<file path="config.mk">
export PLATFORM = sky130hd
export DESIGN_NAME = btb_predictor
export DESIGN_NICKNAME = d
export VERILOG_FILES = /design/src/rtl/btb_pkg.sv /design/src/rtl/btb_store.sv /design/src/rtl/btb_ctrl.sv /design/src/rtl/btb_predictor.sv
export SDC_FILE = /design/constraint.sdc
export NUM_CORES = 1
export LEC_CHECK = 0
export ABC_AREA = 0
export BUFFER_PORTS_ARGS = -buffer_cell sky130_fd_sc_hd__clkbuf_2
export CORE_MARGIN = 2
export CORE_UTILIZATION = 61
export CTS_CLUSTER_DIAMETER = 120
export DETAILED_ROUTE_END_ITERATION = 10
export GPL_ROUTABILITY_DRIVEN = 0
export PLACE_DENSITY = 0.8
export SYNTH_ARGS = -nofsm -noshare
export SYNTH_HDL_FRONTEND = slang
export SYNTH_HIERARCHICAL = 1
export SYNTH_SLANG_ARGS = --single-unit
</file>
<file path="constraint.sdc">
create_clock -name clk -period 8.3 [get_ports clk]
set_input_delay 1.66 -clock clk [delete_from_list [all_inputs] [get_ports clk]]
set_output_delay 1.66 -clock clk [all_outputs]
set_load 0.01 [all_outputs]
</file>
<file path="src/rtl/btb_pkg.sv">
package btb_pkg;

  typedef logic [1:0] ctr_t;

  // counter value given to a freshly allocated entry (weakly taken)
  localparam ctr_t CTR_INIT = 2'd2;

  // strobes from the control to the table datapath
  typedef struct packed {
    logic wrEn;        // write the entry addressed by the resolving branch
    logic loadTarget;  // replace the stored target with the resolved one
    ctr_t ctrNext;     // history value to store
  } btbStrobe_t;

  function automatic ctr_t ctrStep(input ctr_t cur, input logic taken);
    if (taken) return (cur == 2'd3) ? 2'd3 : cur + 2'd1;
    else       return (cur == 2'd0) ? 2'd0 : cur - 2'd1;
  endfunction

endpackage

</file>
<file path="src/rtl/btb_store.sv">
module btb_store
  import btb_pkg::*;
#(
  parameter int PC_W  = 32,
  parameter int IDX_W = 4
) (
  input  logic                    clk,
  input  logic                    rst,
  input  logic [IDX_W-1:0]        lkIdx,
  input  logic [PC_W-IDX_W-3:0]   lkTag,
  output logic                    lkHit,
  output logic                    lkTaken,
  output logic                    lkUncond,
  output logic [PC_W-1:0]         lkTarget,
  input  logic [IDX_W-1:0]        upIdx,
  input  logic [PC_W-IDX_W-3:0]   upTag,
  input  logic [PC_W-1:0]         upTarget,
  input  logic                    upUncond,
  output logic                    upHit,
  output ctr_t                    upCtr,
  input  btbStrobe_t              stb
);
  localparam int ENTRIES = 1 << IDX_W;
  localparam int TAG_W   = PC_W - IDX_W - 2;

  logic [ENTRIES-1:0] validQ;
  logic [TAG_W-1:0]   tagQ    [ENTRIES];
  logic [PC_W-1:0]    targetQ [ENTRIES];
  ctr_t               ctrQ    [ENTRIES];
  logic [ENTRIES-1:0] uncondQ;
  logic [ENTRIES-1:0] wrSel;

  for (genvar e = 0; e < ENTRIES; e++) begin : g_sel
    assign wrSel[e] = stb.wrEn && (upIdx == IDX_W'(e));
  end

  always_ff @(posedge clk) begin
    if (rst) begin
      validQ <= '0;
    end else begin
      for (int e = 0; e < ENTRIES; e++) begin
        if (wrSel[e]) begin
          validQ[e]  <= 1'b1;
          tagQ[e]    <= upTag;
          ctrQ[e]    <= stb.ctrNext;
          uncondQ[e] <= upUncond;
          if (stb.loadTarget) targetQ[e] <= upTarget;
        end
      end
    end
  end

  // reads see the registered contents, so a same-cycle update is not visible
  assign lkHit    = validQ[lkIdx] && (tagQ[lkIdx] == lkTag);
  assign lkUncond = lkHit && uncondQ[lkIdx];
  assign lkTaken  = lkHit && (uncondQ[lkIdx] || ctrQ[lkIdx][1]);
  assign lkTarget = targetQ[lkIdx];

  assign upHit = validQ[upIdx] && (tagQ[upIdx] == upTag);
  assign upCtr = ctrQ[upIdx];
endmodule

</file>
<file path="src/rtl/btb_ctrl.sv">
module btb_ctrl
  import btb_pkg::*;
#(
  parameter int PC_W = 32
) (
  input  logic            resValid,
  input  logic [PC_W-1:0] resPc,
  input  logic            resTaken,
  input  logic [PC_W-1:0] resTarget,
  input  logic            predTaken,
  input  logic [PC_W-1:0] predTarget,
  input  logic            upHit,
  input  ctr_t            upCtr,
  output btbStrobe_t      stb,
  output logic            flush,
  output logic [PC_W-1:0] redirectPc
);
  logic            wrongDir;
  logic            wrongTgt;
  logic [PC_W-1:0] seqPc;

  assign seqPc    = resPc + PC_W'(4);
  assign wrongDir = predTaken != resTaken;
  assign wrongTgt = predTaken && resTaken && (predTarget != resTarget);

  assign flush      = resValid && (wrongDir || wrongTgt);
  assign redirectPc = resTaken ? resTarget : seqPc;

  always_comb begin
    stb.wrEn       = resValid && (upHit || resTaken);
    stb.loadTarget = resTaken;
    stb.ctrNext    = upHit ? ctrStep(upCtr, resTaken) : CTR_INIT;
  end
endmodule

</file>
<file path="src/rtl/btb_predictor.sv">
module btb_predictor
  import btb_pkg::*;
#(
  parameter int PC_W  = 32,
  parameter int IDX_W = 4
) (
  input  logic            clk,
  input  logic            rst,
  input  logic [PC_W-1:0] fetchPc,
  output logic            fetchHit,
  output logic            fetchTaken,
  output logic            fetchUncond,
  output logic [PC_W-1:0] fetchTarget,
  output logic [PC_W-1:0] nextPc,
  input  logic            resValid,
  input  logic [PC_W-1:0] resPc,
  input  logic            resTaken,
  input  logic [PC_W-1:0] resTarget,
  input  logic            resUncond,
  input  logic            predTaken,
  input  logic [PC_W-1:0] predTarget,
  output logic            flush,
  output logic [PC_W-1:0] redirectPc
);
  localparam int IDX_LO = 2;
  localparam int TAG_LO = IDX_LO + IDX_W;

  btbStrobe_t stb;
  logic       upHit;
  ctr_t       upCtr;

  btb_store #(.PC_W(PC_W), .IDX_W(IDX_W)) store_i (
    .clk      (clk),
    .rst      (rst),
    .lkIdx    (fetchPc[TAG_LO-1:IDX_LO]),
    .lkTag    (fetchPc[PC_W-1:TAG_LO]),
    .lkHit    (fetchHit),
    .lkTaken  (fetchTaken),
    .lkUncond (fetchUncond),
    .lkTarget (fetchTarget),
    .upIdx    (resPc[TAG_LO-1:IDX_LO]),
    .upTag    (resPc[PC_W-1:TAG_LO]),
    .upTarget (resTarget),
    .upUncond (resUncond),
    .upHit    (upHit),
    .upCtr    (upCtr),
    .stb      (stb)
  );

  btb_ctrl #(.PC_W(PC_W)) ctrl_i (
    .resValid   (resValid),
    .resPc      (resPc),
    .resTaken   (resTaken),
    .resTarget  (resTarget),
    .predTaken  (predTaken),
    .predTarget (predTarget),
    .upHit      (upHit),
    .upCtr      (upCtr),
    .stb        (stb),
    .flush      (flush),
    .redirectPc (redirectPc)
  );

  assign nextPc = fetchTaken ? fetchTarget : fetchPc + PC_W'(4);
endmodule

</file>
==> results by group, run 1 <==
Outcome
  – Status: finished clean

Global routing
  – First-pass GRT wire length: roughly 190,000 um
  – Initial antenna violation count: 13
  – Gr usage total: 0.3657
  – Largest net degree at the start of global routing: 65
  – Total grt overflow: 0
  – Vias in the first global route: 27,141

Pwr
  – Psw: 2.521 mW
  – Clk network pwr share: 0.411
  – Pleak: approximately 16 nW
  – Power share of the combinational group: 0.083
  – Reg power frac: 0.505
  – PD cells: 217.0 nW/um^2
  – Switching part of the total: 0.2302
  – Cell Int Power: between 8 and 9 mW
  – Max VDD drop: 0.2159 mV

Timing
  – Setup TNS Final: 0 ps
  – Clock skew: roughly 53 ps
  – RSZ-0062 raised after global routing: false
  – Slew @ Worst Pin: about 1000 ps
  – Max frequency: between 100 and 150 MHz
  – # setup viols final: 0
  – Max Slew Vio Count: 0
  – Final Hold Vio Count: 0
  – Slew headroom: 0.3068
  – Period minus WS final: approximately 7700 ps
  – Min setup slack post-route: 630.6 ps
  – Final cycle utilization of the critical path: 0.9240

Critical path
  – Crit path DAT: approximately 6000 ps
  – Crit-path slowest cell: nor2b_1
  – Cells along the critical path: buf_4, nor2b_1, a22oi_1, and3_1, or4_1, a221oi_1, nand4_1, nor3_2, buf_4, nor2_1, a311o_1, clkbuf_2
  – Crit-path most repeated cell: buf_4
  – CP Data Required Time: between 6000 and 7000 ps
  – Source of the critical timing path: fetchPc[4]
  – Worst reg2reg startpoint: store_i/tagQ[14][24]$_DFFE_PP_
  – Worst-case reg-to-reg path depth: 12
  – Critical Path Start Type: input pin
  – Max incr delay on CP: about 900 ps
  – CP endpoint kind: output pin
  – Crit Path Category: input pin to output pin
  – CP Max Fanout: 36

Job
  – Max-Cap Viols: 0

Layout
  – Reg area: just under 30,000 um^2
  – Fillcell total: between 4,000 and 5,000
  – Nets: around 2,700
  – Layout area overhead: 13.81%
  – Multi-input gate area in the final layout: ~14,000 um^2
  – Fraction of layout cells with a size suffix above 1: 0.3421

Logic synthesis
  – Mapped Cells: around 2,300
  – Netlist Area Pre-Place: about 44,000 um^2
  – Synth Area in Compound Gates: 0.03079
  – Seq/Total Area, Yosys: 0.6683
  – Async SR Flop Fraction: 0
  – Xor and xnor area share after synthesis: 0.02588
  – Yosys cell types: 72
  – Main combinational cell family by area after synthesis: multiplexers
  – Post-synthesis mux area share: 0.2127
  – Most used DFF post-synth: edfxtp_1
  – Synth Area in Adders: 0.001072
  – Post-synthesis area per instance: approximately 19 um^2
  – Post-Synth Simple-Gate Area: 0.04236
  – Yosys warns: 6
  – EDFF count, synth: around 980
  – Flops & latches, synth: 992
  – Mapped Nets: 2,458

Clock network
  – Maximum clock path buffer count: 3
  – Hold-fix buffers, CTS: 0
  – CTS Buf Count: between 90 and 100
  – Setup Fix Bufs, Post-CTS: 0
  – CTS tree: yes
  – Clk root buf: clkbuf_16
  – Clock slew at reported path FFs: roughly 70 ps
  – CTS H-tree lvls: 3
  – Post-CTS Resized: 0
  – Clock latency on the worst-skew pair: about 690 ps
  – CTS Sinks: between 900 and 1,000

Place
  – Final HPWL DP: between 80,000 and 90,000 um
  – Pre-CTS setup slack: ~860 ps
  – Port Buf Inserts: 233

Detailed routing
  – Initial DRC count: 5,150
  – Antenna Nets Post-Route: 0
  – # DRC: 0
  – Routed length per placed instance: 37.51 um
  – Via density per instance: about 7.6
  – Pre-antenna DRT Iters: 6
  – Routed vias: 27,310
  – Post-Route WL: 135,600 um

Die
  – Initial Utilization: 0.6181
  – Die span in y: around 270 um
  – Row cnt: 98
  – DIE AREA: 74,850 um^2
  – Die width: between 200 and 300 um
  – Core area: roughly 72,000 um^2
  – Io pins: about 230

Min path
  – WHS Path Cells: 2
  – Min-Delay Path Class: flip-flop to flip-flop
  – Hold path start: store_i/validQ[1]$_SDFFE_PP0P_
==> logic make-up (layout without fill, tap and decap cells) <==
group                      count (synthesis)  in the layout
buffers and inverters                    172            514
DFF                                      992            992
xor gates and xnor gates                 131            131
and+or+nand+nor                          348            348
muxes                                    472            472
other                                      0              2
adders and majority gates                  4              4
AOI/OAI and AO/OA                        202            202
==> through the flow <==
stage | utilization | total power [mW] | instance area, um^2 | std cells | hold WS (ps)
2_1_floorplan | - | 6.131 | 44330 | 2321 | 458.8
3_3_place_gp | 0.6581 | 6.492 | 47210 | 3434 | 469.5
3_5_place_dp | 0.6581 | 6.514 | 47210 | 3434 | 482.1
4_1_cts | 0.7033 | 10.95 | 50450 | 3613 | 494.1
5_1_grt | 0.7033 | 11.18 | 50450 | 3613 | 518.3
6_report | 0.7034 | 10.95 | 50460 | 3615 | 500.4
==> power by group through the flow <==
| stage | Clock [mW] | Combinational (mW) | Sequential (mW) |
|---|---|---|---|
| 3_3_place_gp | 0 | 0.855 | 5.64 |
| 2_1_floorplan | 0 | 0.494 | 5.64 |
| 6_report | 4.51 | 0.910 | 5.54 |
| 4_1_cts | 4.53 | 0.885 | 5.53 |
| 3_5_place_dp | 0 | 0.874 | 5.64 |
| 5_1_grt | 4.71 | 0.936 | 5.53 |
==> registers in the layout, indices dropped and copies added (netlist names) <==
signal / count
store_i/targetQ: 512
store_i/tagQ: 416
store_i/ctrQ: 32
store_i/uncondQ: 16
store_i/validQ: 16
==> cell type report <==
cell class,count,area share
clock inverter,60,0.01413
antenna,2,0.00009919
sequential,992,0.5872
tap,950,0.02356
clock buffer,119,0.05016
inverter,28,0.002108
timing repair buffer,307,0.04379
multi-input combinational,1157,0.2789
==> final timing paths <==
path                                     endpoint  slack [ps]
setup reg to reg  store_i/targetQ[3][2]$_DFFE_PP_        2890
hold / removal     store_i/validQ[1]$_SDFFE_PP0P_         500
setup / recovery                       nextPc[18]         630
hold reg to reg    store_i/validQ[1]$_SDFFE_PP0P_         500
==> layout by cell type, fill, tap and decap left out, types with 17 or more instances in the layout <==
cell       instances
a22oi_1           17
buf_12            36
buf_4             40
clkbuf_1          21
clkbuf_16         98
clkbuf_2         226
clkinv_1          21
clkinv_2          18
edfxtp_1         976
inv_1             25
mux2_2            32
mux2i_1           67
mux4_2           373
nand2_1           85
nand3_1           39
nand4_1           22
nor2_1            50
nor2b_1           17
nor3_2            18
o21ai_0           54
o22ai_1           30
xnor2_1           46
xor2_1            85
==> synth_stat cells, types with 6 or more instances <==
cell	number	area (um^2)
nor2_1	66	247.7
nand2b_1	13	81.33
or4_1	16	120.1
xor2_1	85	744.5
a31oi_1	16	100.1
mux4_2	373	8401
inv_1	25	93.84
buf_1	12	45.04
a21oi_1	9	45.04
a221oi_1	12	105.1
nand3_1	39	195.2
nand2_1	85	319.1
dfxtp_1	16	320.3
mux2_2	32	360.4
o22ai_1	30	187.7
and4_1	6	52.55
buf_2	45	225.2
a22o_1	9	78.83
clkbuf_1	59	221.5
buf_4	21	157.7
xnor2_1	46	402.9
a22oi_1	17	127.6
o31ai_1	15	112.6
and3_1	10	62.56
nor4_1	13	81.33
edfxtp_1	976	29310
nor2b_1	17	106.4
o21ai_0	54	270.3
nor3_1	27	135.1
a211oi_1	14	105.1
nand4_1	22	137.6
mux2i_1	67	670.6
==> per-layer routing <==
| metal | vias to the layer above | part of all wire | GRT usage |
|---|---|---|---|
| met4 | 20 | 0.061 | 0.1821 |
| met5 | - | 0.0015 | 0.01027 |
| li1 | 10280 | - | - |
| met3 | 568 | 0.15 | 0.1225 |
| met2 | 2636 | 0.46 | 0.5518 |
| met1 | 13806 | 0.33 | 0.4814 |
==> worst max-delay path: cells and delay by family <==
family / cells / cell delay [ps]
simple gates: 6 / 2340
buf+inv: 3 / 1020
compound gates: 3 / 940
(Power assumes the default switching activity.)
==> inputs of run 2 (changes only) <==
- CORE_UTILIZATION: 61 -> 55
- HOLD_SLACK_MARGIN: default -> 0.12
- PLACE_DENSITY: 0.8 -> 0.73
==> run 2 against run 1 <==
Effect of this change:
- clock-buffer cell count down 7
- sequential power barely moved
- setup slack improved by 120 ps
- non-clock buffer count increased by 5
- critical path depth rose by 2
- hold slack lost 7.1 ps
- first-iteration DRC count down 27%
- register-to-register slack worse by 20 ps
- cell count rose by 3.3%
- power up 0.95%
- core utilization is 6.9 points lower
- critical endpoint unchanged
- die area rose by 11%
==> results by group, run 2 (same netlist as run 1, synthesis figures left out) <==
Pwr
  – Psw: 2.507 mW
  – Switching part of the total: 0.2268
  – PD cells: 217.5 nW/um^2
  – Reg power frac: 0.501
  – Max VDD drop: 0.1995 mV
  – Power share of the combinational group: 0.081
  – Pleak: roughly 16 nW
  – Total power: 11.05 mW
  – Clk network pwr share: 0.418
  – Cell Int Power: 8.547 mW

Timing
  – Period minus WS final: 7547 ps
  – Min Hold Slack: roughly 490 ps
  – Min setup slack post-route: between 700 and 800 ps
  – Final Hold Vio Count: 0
  – Setup TNS Final: 0 ps
  – Slew @ Worst Pin: approximately 1000 ps
  – Max frequency: ~130 MHz
  – Slew headroom: 0.2998
  – Clock skew: 53.33 ps
  – # setup viols final: 0
  – Final cycle utilization of the critical path: 0.9093
  – Max Slew Vio Count: 0
  – RSZ-0062 raised after global routing: false

Layout
  – Fraction of layout cells with a size suffix above 1: 0.3482
  – Largest regs: store_i/targetQ (512), store_i/tagQ (416), store_i/ctrQ (32)
  – Max reg flops: between 500 and 600
  – Most common cell after layout, fill and taps aside: edfxtp_1
  – Non-Filler Instances: between 3,000 and 4,000
  – Final Cell Area: 50,830 um^2
  – Top reg by flops: store_i/targetQ
  – Core Util, Final: 0.6341
  – Layout area overhead: 14.64%
  – Most frequent cells in the layout: 976 x edfxtp_1, 373 x mux4_2, 226 x clkbuf_2
  – Nets: around 2,700

Clock network
  – Maximum clock path buffer count: 3
  – Setup Fix Bufs, Post-CTS: 0
  – CTS tree: yes
  – Post-CTS Resized: 0
  – Clk root buf: clkbuf_16
  – Hold-fix buffers, CTS: 0
  – CTS Sinks: approximately 990
  – CTS Buf Count: 99
  – CTS H-tree lvls: 3
  – Clock latency on the worst-skew pair: roughly 690 ps
  – Clock slew at reported path FFs: around 60 ps

Die
  – Die span in y: between 200 and 300 um
  – Io pins: around 230
  – Initial Utilization: 0.5531
  – Die width: 287.9 um
  – DIE AREA: roughly 83,000 um^2
  – Core area: 80,160 um^2
  – Row cnt: between 100 and 150

Critical path
  – R2R Setup Slk: around 2900 ps
  – Source of the critical timing path: fetchPc[5]
  – Crit Path Category: input pin to output pin
  – CP Max Fanout: 43
  – Worst-case reg-to-reg path depth: 12
  – CP endpoint kind: output pin
  – Worst reg2reg startpoint: store_i/tagQ[14][24]$_DFFE_PP_
  – CP Data Required Time: around 6600 ps
  – Critical Path Start Type: input pin
  – Crit path DAT: 5890 ps

Detailed routing
  – Antenna Nets Post-Route: 0
  – Routed vias: ~26,000
  – Pre-antenna DRT Iters: 5
  – Routed length per placed instance: approximately 35 um
  – Via density per instance: 6.973
  – Post-Route WL: 129,100 um
  – # DRC: 0
  – Initial DRC count: 3,763

Place
  – Placed cell count: around 3,500
  – Final HPWL DP: between 70,000 and 80,000 um
  – Pre-CTS setup slack: approximately 850 ps
  – Port Buf Inserts: about 230
  – Cell area after placement: about 47,000 um^2

Job
  – Max-Cap Viols: 0

Global routing
  – Met3 Use GR: 0.09113
  – GR Util met2: 0.4809
  – Most used routing layer: met2
  – Total grt overflow: 0
  – Gr usage total: 0.3153
  – Grt met1 use: 0.4389
  – Largest net degree at the start of global routing: 73
  – Initial antenna violation count: 12
  – Vias in the first global route: 25,935
  – First-pass GRT wire length: 183,400 um

Min path
  – Hold path start: store_i/validQ[12]$_SDFFE_PP0P_
  – Min-Delay Path Class: flip-flop to flip-flop
  – WHS Path Cells: 2

Outcome
  – Status: finished clean
[run 2: cell count changes in the layout (fill, tap and decap cells not counted), sizes merged]
cell / previous run / this run
clkinv: 44 / 45
clkbuf: 345 / 338
buf: 81 / 86
clkinvlp: 1 / 6
diode: 2 / 5
bufinv: 12 / 15
inv: 31 / 29
[run 2: critical path, stage by stage]
cell      delay (ps)
buf_4            360
buf_12           340
nand2b_1         270
o22ai_1          100
a221oi_1         440
xor2_1           170
o41ai_1          690
nand4_1          320
nor3_2           310
inv_1            430
nand2_1          210
a21oi_1           60
a311o_1          320
clkbuf_2         140
[run 2: layout make-up]
class | count | area [um^2]
Sequential cell | 992 | 29630
Fill cell | 5451 | 29330
Multi-Input combinational cell | 1157 | 14070
Clock buffer | 112 | 2526
Timing Repair Buffer | 312 | 2275
Tap cell | 1060 | 1326
Clock inverter | 67 | 875.8
Inverter | 28 | 106.4
Antenna cell | 5 | 12.51
[run 2: worst paths after layout]
check	end
worst min-delay path	store_i/validQ[12]$_SDFFE_PP0P_
worst min register to register	store_i/validQ[12]$_SDFFE_PP0P_
worst max-delay path	nextPc[18]
worst max register to register	store_i/targetQ[2][5]$_DFFE_PP_
[run 2: per-layer routing]
metal / wire length, um / share of wire
met1: 46620 / 0.36
met2: 60640 / 0.47
met3: 17090 / 0.13
met4: 4648 / 0.036
met5: 76 / 0.00059
[run 2: power groups by stage]
| stage | logic, mW | registers (mW) | clock network, mW |
|---|---|---|---|
| final | 0.896 | 5.53 | 4.63 |
| after global routing | 0.934 | 5.53 | 4.85 |
| after CTS | 0.884 | 5.53 | 4.68 |
| after detailed placement | 0.878 | 5.64 | 0 |
| after global placement | 0.867 | 5.64 | 0 |
| after floorplan | 0.494 | 5.64 | 0 |
